[src/rtl/mc_pkg.sv]
`timescale 1ns/1ps
package mc_pkg;
  localparam logic [5:0] OP_RTYPE = 6'b000000;
  localparam logic [5:0] OP_ADDI  = 6'b001000;
  localparam logic [5:0] OP_LW    = 6'b100011;
  localparam logic [5:0] OP_SW    = 6'b101011;
  localparam logic [5:0] OP_LB    = 6'b100000;
  localparam logic [5:0] OP_SB    = 6'b101000;
  localparam logic [5:0] OP_BEQ   = 6'b000100;
  localparam logic [5:0] OP_BNE   = 6'b000101;

  localparam logic [5:0] FN_ADD   = 6'b100000;
  localparam logic [5:0] FN_SUB   = 6'b100010;

  // Per-instruction control word produced by the decoder.
  typedef struct packed {
    logic reg_we;   // instruction writes a register
    logic dst_rd;   // destination is bits [15:11] instead of [20:16]
    logic use_imm;  // second ALU operand is the extended constant
    logic alu_sub;  // subtract instead of add
    logic mem_re;   // load
    logic mem_we;   // store
    logic mem_byte; // byte-sized access
    logic br_eq;    // branch when operands match
    logic br_ne;    // branch when operands differ
  } ctrl_t;
endpackage

[src/rtl/mc_decode.sv]
`timescale 1ns/1ps
module mc_decode
  import mc_pkg::*;
(
  input  logic [5:0] op,
  input  logic [5:0] funct,
  input  logic [4:0] shamt,
  output ctrl_t      ctrl
);
  always_comb begin
    ctrl = '0;
    case (op)
      OP_RTYPE: begin
        if (shamt == 5'd0 && (funct == FN_ADD || funct == FN_SUB)) begin
          ctrl.reg_we  = 1'b1;
          ctrl.dst_rd  = 1'b1;
          ctrl.alu_sub = (funct == FN_SUB);
        end
      end
      OP_ADDI: begin
        ctrl.reg_we  = 1'b1;
        ctrl.use_imm = 1'b1;
      end
      OP_LW, OP_LB: begin
        ctrl.reg_we   = 1'b1;
        ctrl.use_imm  = 1'b1;
        ctrl.mem_re   = 1'b1;
        ctrl.mem_byte = (op == OP_LB);
      end
      OP_SW, OP_SB: begin
        ctrl.use_imm  = 1'b1;
        ctrl.mem_we   = 1'b1;
        ctrl.mem_byte = (op == OP_SB);
      end
      OP_BEQ: ctrl.br_eq = 1'b1;
      OP_BNE: ctrl.br_ne = 1'b1;
      default: ctrl = '0;
    endcase
  end
endmodule

[src/rtl/mc_regfile.sv]
`timescale 1ns/1ps
module mc_regfile #(
  parameter int AW = 5,
  parameter int DW = 32
) (
  input  logic          clk,
  input  logic          we,
  input  logic [AW-1:0] wa,
  input  logic [DW-1:0] wd,
  input  logic [AW-1:0] ra1,
  input  logic [AW-1:0] ra2,
  output logic [DW-1:0] rd1,
  output logic [DW-1:0] rd2
);
  localparam int DEPTH = 1 << AW;

  logic [DW-1:0] mem [DEPTH];

  // Register 0 is never stored; its reads are forced to zero below.
  always_ff @(posedge clk) begin
    if (we && wa != '0) mem[wa] <= wd;
  end

  assign rd1 = (ra1 == '0) ? '0 : mem[ra1];
  assign rd2 = (ra2 == '0) ? '0 : mem[ra2];
endmodule

[src/rtl/mc_alu.sv]
`timescale 1ns/1ps
module mc_alu #(
  parameter int DW = 32
) (
  input  logic [DW-1:0] a,
  input  logic [DW-1:0] b,
  input  logic          sub,
  output logic [DW-1:0] y,
  output logic          eq
);
  assign y  = sub ? (a - b) : (a + b);
  assign eq = (a == b);
endmodule

[src/rtl/mc_pcgen.sv]
`timescale 1ns/1ps
module mc_pcgen #(
  parameter int DW = 32
) (
  input  logic          clk,
  input  logic          rst,
  input  logic          br_eq,
  input  logic          br_ne,
  input  logic          eq,
  input  logic [DW-1:0] imm_sx,
  output logic [DW-1:0] pc
);
  localparam logic [DW-1:0] STEP = DW'(4);

  logic [DW-1:0] seq_pc;
  logic [DW-1:0] tgt_pc;
  logic          taken;

  assign seq_pc = pc + STEP;
  assign tgt_pc = seq_pc + {imm_sx[DW-3:0], 2'b00};
  assign taken  = (br_eq && eq) || (br_ne && !eq);

  always_ff @(posedge clk) begin
    if (rst) pc <= '0;
    else     pc <= taken ? tgt_pc : seq_pc;
  end
endmodule

[src/rtl/mini_core.sv]
`timescale 1ns/1ps
module mini_core
  import mc_pkg::*;
#(
  parameter int XLEN   = 32,
  parameter int REG_AW = 5
) (
  input  logic            clk,
  input  logic            rst,
  output logic [XLEN-1:0] imem_addr,
  input  logic [31:0]     imem_data,
  output logic [XLEN-1:0] ls_addr,
  output logic [XLEN-1:0] ls_wdata,
  output logic            ls_we,
  output logic            ls_re,
  output logic            ls_byte,
  input  logic [XLEN-1:0] ls_rdata
);
  localparam int IMM_W = 16;
  localparam int BYTE_W = 8;

  ctrl_t             ctrl;
  logic [XLEN-1:0]   pc;
  logic [XLEN-1:0]   rs_val;
  logic [XLEN-1:0]   rt_val;
  logic [XLEN-1:0]   imm_sx;
  logic [XLEN-1:0]   alu_b;
  logic [XLEN-1:0]   alu_y;
  logic              alu_eq;
  logic [XLEN-1:0]   load_val;
  logic [XLEN-1:0]   wb_val;
  logic [REG_AW-1:0] wb_addr;
  logic              wb_en;

  mc_decode u_dec (
    .op   (imem_data[31:26]),
    .funct(imem_data[5:0]),
    .shamt(imem_data[10:6]),
    .ctrl (ctrl)
  );

  assign imm_sx = {{(XLEN-IMM_W){imem_data[IMM_W-1]}}, imem_data[IMM_W-1:0]};

  mc_regfile #(.AW(REG_AW), .DW(XLEN)) u_rf (
    .clk(clk),
    .we (wb_en),
    .wa (wb_addr),
    .wd (wb_val),
    .ra1(imem_data[25:21]),
    .ra2(imem_data[20:16]),
    .rd1(rs_val),
    .rd2(rt_val)
  );

  assign alu_b = ctrl.use_imm ? imm_sx : rt_val;

  mc_alu #(.DW(XLEN)) u_alu (
    .a  (rs_val),
    .b  (alu_b),
    .sub(ctrl.alu_sub),
    .y  (alu_y),
    .eq (alu_eq)
  );

  mc_pcgen #(.DW(XLEN)) u_pc (
    .clk   (clk),
    .rst   (rst),
    .br_eq (ctrl.br_eq),
    .br_ne (ctrl.br_ne),
    .eq    (alu_eq),
    .imm_sx(imm_sx),
    .pc    (pc)
  );

  assign imem_addr = pc;

  // Write-back selection
  assign load_val = ctrl.mem_byte
                  ? {{(XLEN-BYTE_W){ls_rdata[BYTE_W-1]}}, ls_rdata[BYTE_W-1:0]}
                  : ls_rdata;
  assign wb_val  = ctrl.mem_re ? load_val : alu_y;
  assign wb_addr = ctrl.dst_rd ? imem_data[15:11] : imem_data[20:16];
  assign wb_en   = ctrl.reg_we && !rst;

  // Data port
  assign ls_addr  = alu_y;
  assign ls_wdata = ctrl.mem_byte ? {{(XLEN-BYTE_W){1'b0}}, rt_val[BYTE_W-1:0]} : rt_val;
  assign ls_we    = ctrl.mem_we && !rst;
  assign ls_re    = ctrl.mem_re && !rst;
  assign ls_byte  = ctrl.mem_byte;
endmodule

[config.mk]
export PLATFORM = sky130hd
export DESIGN_NAME = mini_core
export DESIGN_NICKNAME = d
export VERILOG_FILES = /design/src/rtl/mc_pkg.sv /design/src/rtl/mc_decode.sv /design/src/rtl/mc_regfile.sv /design/src/rtl/mc_alu.sv /design/src/rtl/mc_pcgen.sv /design/src/rtl/mini_core.sv
export SDC_FILE = /design/constraint.sdc
export NUM_CORES = 2
export LEC_CHECK = 0
export BUFFER_PORTS_ARGS = -buffer_cell sky130_fd_sc_hd__buf_4
export CORE_ASPECT_RATIO = 0.8
export CORE_MARGIN = 8
export CORE_UTILIZATION = 60
export DETAILED_ROUTE_END_ITERATION = 16
export PLACE_DENSITY = 0.75
export SKIP_LAST_GASP = 1
export SLEW_MARGIN = 20
export SYNTH_ARGS = -nofsm -noshare
export SYNTH_HDL_FRONTEND = slang
export SYNTH_SLANG_ARGS = --single-unit
[constraint.sdc]
create_clock -name clk -period 9.2 [get_ports clk]
set_input_delay 1.84 -clock clk [delete_from_list [all_inputs] [get_ports clk]]
set_output_delay 1.84 -clock clk [all_outputs]
set_load 0.01 [all_outputs]
* Word-level counts from Yosys, hierarchy flattened *
Memory sizes are Yosys's and may differ from the RTL's.
Index checks and enable logic that the tools add are counted.

storage, ports and cells
  memory bits (writable) = 1024
  memories kept = 1
  output and inout bits = 99
  bits in registers = 32
  logic and storage cells = 58

memories
  memory    depth  width  rd ports  clocked after memory_dff  write ports  line              source
  u_rf.mem  32     32     2         0                         1            mc_regfile.sv:17  logic [DW-1:0] mem [DEPTH];

operators by class
  $add $sub $neg = 4
  reductions and logical operators = 20
  muxes and demuxes = 22
  equal/unequal tests = 10

operator list
  operator                                                          number
  32-bit 2-to-1 mux                                                 8
  32-bit adder                                                      2
  6-bit == test (second input constant)                             6
  32-bit by 3-bit adder with 32-bit output (second input constant)  1
  32-bit == test                                                    1
  32-bit subtractor                                                 1
  5-bit logical NOT                                                 3
  6-bit by 3-bit == test with 1-bit output (second input constant)  2
  1-bit 2-to-1 mux                                                  10
  1-bit logical AND                                                 7
  6-bit by 4-bit == test with 1-bit output (second input constant)  1
  6-bit logical NOT                                                 1
  5-bit 2-to-1 mux                                                  1
  5-bit nonzero test                                                1
  5-bit OR reduction                                                1
  1-bit one-hot mux with 2 select lines                             2
  2-bit OR reduction                                                2
  3-bit OR reduction                                                1
  1-bit logical NOT                                                 2
  1-bit logical OR                                                  2
  2-bit 2-to-1 mux                                                  1

* Depth between registers and ports, before layout *
  depth after elaboration = 10
  gate-level depth with buffers = 22

* Modules after synthesis *
A second synthesis with hierarchy kept.

unflattened totals
  cells, all modules = 3765
  area total of the unflattened synthesis = 56295.2 µm²

modules (own cells, without submodules)
  module      area each (µm²)  seq. area each (µm²)  times used  cells an instance
  mc_regfile  47929.7          30749.5               1           2564
  mc_alu      3714.8           0.0                   1           552
  mc_pcgen    3358.2           600.6                 1           444
  mini_core   1129.8           0.0                   1           181
  mc_decode   162.7            0.0                   1           24

* Worst setup path after synthesis *
No wires, ideal clock.

  kind = input to output
  from = input imem_data[21]
  to = output ls_addr[30]
  setup slack = 0.605 ns
  stages = 19
  arrival time = 6.755 ns
  required time = 7.360 ns
  buffers on the path = 5
  path through = buf_2 buf_2 clkbuf_1 buf_1 mux4_2 mux4_2 mux2i_1 nor2_1 ha_1 buf_6 a21oi_2 o21bai_1 a221o_1 a2111oi_2 o221ai_2 a2111oi_4 o21ai_1 a221oi_2 xnor2_1

on the way
  longest elaborated chain between the ends = 4
  elaborated cells between the ends (all ways) = 6

RTL lines
  element                                                  line              source
  start: declaration                                       mini_core.sv:11   input logic [31:0] imem_data,
  memory 32 x 32 bit or 5-bit logical NOT (tied branches)  --
  32-bit 2-to-1 mux (*)                                    mc_regfile.sv:24  assign rd1 = (ra1 == '0) ? '0 : mem[ra1];
  32-bit adder or 32-bit subtractor (tied branches)        mc_alu.sv:11      assign y = sub ? (a - b) : (a + b);
  32-bit 2-to-1 mux (*)                                    mc_alu.sv:11
  end: declaration                                         mini_core.sv:12   output logic [XLEN-1:0] ls_addr,

Every way passes the cells marked *; elsewhere a longest branch is shown, timed or not.

* Worst setup path after layout *
  from = input imem_data[17]
  to = output ls_addr[31]

on the way
  longest elaborated chain between the ends = 5
  elaborated cells between the ends (all ways) = 7

RTL lines
  element                                                  line              source
  memory 32 x 32 bit or 5-bit logical NOT (tied branches)  --
  32-bit 2-to-1 mux (*)                                    mc_regfile.sv:25  assign rd2 = (ra2 == '0) ? '0 : mem[ra2];
  32-bit 2-to-1 mux (*)                                    mini_core.sv:55   assign alu_b = ctrl.use_imm ? imm_sx : rt_val;
  32-bit adder or 32-bit subtractor (tied branches)        mc_alu.sv:11
  32-bit 2-to-1 mux (*)                                    mc_alu.sv:11

Marked as above.

==> impl_metrics.toml <==
[run_status]
status = "finished clean"

[drt]
drcViolationCount = 0
post_drt_wl_per_cell_microns = 36.11
wirelength_microns = 171800
vias = 34960
antenna_left = 0
drt-vias-per-instance = 7.350
drtPass1Iterations = 6
drt_iter0_drc = 4843

[die]
start_util_pct = 60.20
die_h_microns = 285.8
num_rows = 99
core_area_sq_mm = 0.09067
die_area_sq_mm = 0.1009
die_x_microns = 353.2
ios = 165

[cts]
clockBufferDepth = 3
cts_made_buffers = 102
root_buffer = "clkbuf_16"
cts_tree = "built"
clkLatencyLatePin_ns = 0.72
cts_hold_buf = 0
clkTransAtPathRegs_ns = 0.06
htreeDepth = 3
clock-sinks = 1054

[synthesis]
yosysTopAreaCell = "edfxtp_1"
yosysTopAreaCellShare_pct = 56.33
yosys_most_used_dff = "edfxtp_1"
yosysMostFrequentCell = "edfxtp_1"
ys_top_cells_by_count = "edfxtp_1, mux4_2, nor2_1, clkbuf_1, a21oi_1"
synth_seq_area_share_pct = 57.43
synth_area_sq_mm = 0.05459
synthCells = 3141
synth_edf_count = 1024
synth_seq_cells = 1054
synth-async-reset-ratio_pct = 0
synth_area_leaders = "edfxtp_1, mux4_2, ha_1"
ys_types = 80
syn_area_per_cell_sq_um = 17.38
ys_warn_count = 0

[pwr]
p_leak_nw = 20.89
powerDensity_mw_per_mm2 = 215.6
peakVddDrop_mv = 0.2552
total_power_mw = 13.46

[worst_setup_path]
arrival_ns = 7.18
r2r_cells = 18
reg2reg_to = "u_rf.mem[11][31]"
max_stage_delay_ns = 0.51
slowest_stage = "mux4_2"
worstSetupEndpointType = "output port"
critPathMaxFanout = 97
worst_ep_required_time_ns = 7.36
worst_setup_path_start_kind = "primary input"
reg2reg_from = "u_rf.mem[23][7]"
setup.worst_path.class = "primary input to output port"
critical_path.most_common_cell = "buf_4"
rrSetupSlack_ns = 2.90
cp_cell_sequence = "buf_12 -> buf_16 -> mux4_2 -> mux4_2 -> mux2i_1 -> buf_4 -> or2_2 -> o21ai_0 -> ha_1 -> buf_4 -> nor4_1 -> buf_4 -> o21ai_0 -> nor2_1 -> a21oi_1 -> nand2_1 -> o211ai_1 -> a21oi_1 -> a21oi_1 -> buf_4 -> xor2_1 -> buf_4"

[sta]
slew_violations = 0
grt_setup_unrepaired = "no"
fin_skew_ns = 0.06591
tns_ns = 0
holdWs_ns = 0.6495
hold_viol = 0
worst_slack_ns = 0.1768
fin_crit_sh_pct = 98.08
relSlewSlack_pct = 19.32
fmax_mhz = 110.8
finalSetupViolCount = 0
finalCriticalPeriod_ns = 9.023
worstMarginPinSlew_ns = 1.207

[placement]
numPortBuffers = 162
dpl_worst_slack_ns = 0.1839
place_hpwl_microns = 105400
routabilityCongestion = 0.9687
place_inst = 4562
placed_cell_area_sq_mm = 0.05898

[grt]
grt_max_degree = 98
grt_pass1_wl_microns = 247200
grt_pass1_vias = 34640
grt.total_usage_pct = 33.51
antenna_found_initial = 4
grt_overflow = 0

[hold_path]
min_to = "u_pc.pc[31]"
min_from = "u_pc.pc[31]"
min_path_type = "flip-flop to flip-flop"
min_path_cells = 3

[finish]
synthToLayoutAreaGrowth_pct = 14.36
layout-drive-gt1-share_pct = 36.92
fin_area_sq_mm = 0.06243
final_util_pct = 68.85
fin_cells = 4757
final.fill_count = 5764
fin_nets = 3619

[job]
maxCapViolCount = 0
-- routing by layer --
layer / up-vias / wire length, microns / GRT usage [%]
met5: - / 0 / 0
met4: 0 / 8454 / 14.43
met3: 448 / 20770 / 7.926
met2: 2784 / 80950 / 52.29
met1: 18050 / 61590 / 45.78
li1: 13690 / - / -
-- registers in the layout, summed over array words and instances, names as in the netlist --
name	cells
u_pc.pc	30
u_rf.mem	1024
-- placed cells by master (no fill, tap or decap), drive strengths merged, types with 11 or more instances in the layout --
cell type	count
xnor2	64
a211oi	37
nand3	31
clkbuf	121
a31oi	15
clkinv	49
nor2	227
edfxtp	1024
nor2b	13
nand4	11
nor3	22
mux4	633
nor4	12
nand2	97
or2	28
conb	34
and3	13
a21o	26
dfxtp	30
a21oi	130
buf	398
o21a	17
xor2	22
o21bai	17
o21ai	70
inv	86
ha	92
mux2i	76
-- logic make-up (layout without fill, tap and decap cells) --
logic type               Yosys count  in the layout  share of synthesized area, %
other                              1             36                      0.006870
flip-flops                      1054           1054                         57.43
adder cells (fa/ha/maj)           95             95                         2.219
XOR/XNOR                          86             86                         1.394
buffers and inverters            301            670                         2.232
AO/OA/AOI/OAI                    380            380                         4.703
AND/OR/NAND/NOR                  505            505                         4.300
multiplexers                     719            719                         27.72
-- worst max path at each step --
stage,from,end,slack [ns]
2_1_floorplan,imem_data[21],ls_addr[30],0.60
3_3_place_gp,imem_data[17],ls_addr[27],0.17
3_5_place_dp,imem_data[16],ls_addr[31],0.18
4_1_cts,imem_data[17],ls_addr[31],0.1
5_1_grt,imem_data[16],ls_addr[31],0.03
6_report,imem_data[17],ls_addr[31],0.18
-- where the power goes --
part / leakage [nW] / total (mW) / switching [mW] / internal (mW)
clock network: 1.58 / 4.16 / 1.90 / 2.27
registers: 9.47 / 6.21 / 0.0319 / 6.18
logic: 9.84 / 3.09 / 2.00 / 1.09
-- timing repair --
| item | 4_1_cts | 5_1_grt |
|---|---|---|
| setup buffers | 0 | 0 |
| resized for setup | 0 | 9 |
| setup endpoints to repair | 0 | 4 |
| hold endpoints to repair | 0 | 0 |
-- critical path, delay by kind of cell --
family                   cells  cell delay, ns
multiplexers                 3            1.06
AO/OA/AOI/OAI                6            0.90
adder cells (fa/ha/maj)      1            0.38
XOR/XNOR                     1            0.24
AND/OR/NAND/NOR              4            0.77
buffers and inverters        7            1.78
-- cell type report --
type	instances	area, sq um	share of cell area (%)
Sequential cell	1054	31350	50.22
Multi-Input combinational cell	1819	22500	36.04
Timing Repair Buffer	398	3440	5.510
Clock buffer	121	2624	4.203
Tap cell	1212	1516	2.429
Clock inverter	68	684.4	1.096
Inverter	83	311.5	0.4991
Antenna cell	2	5.005	0.008017
Power figures use the tool's default switching activity.
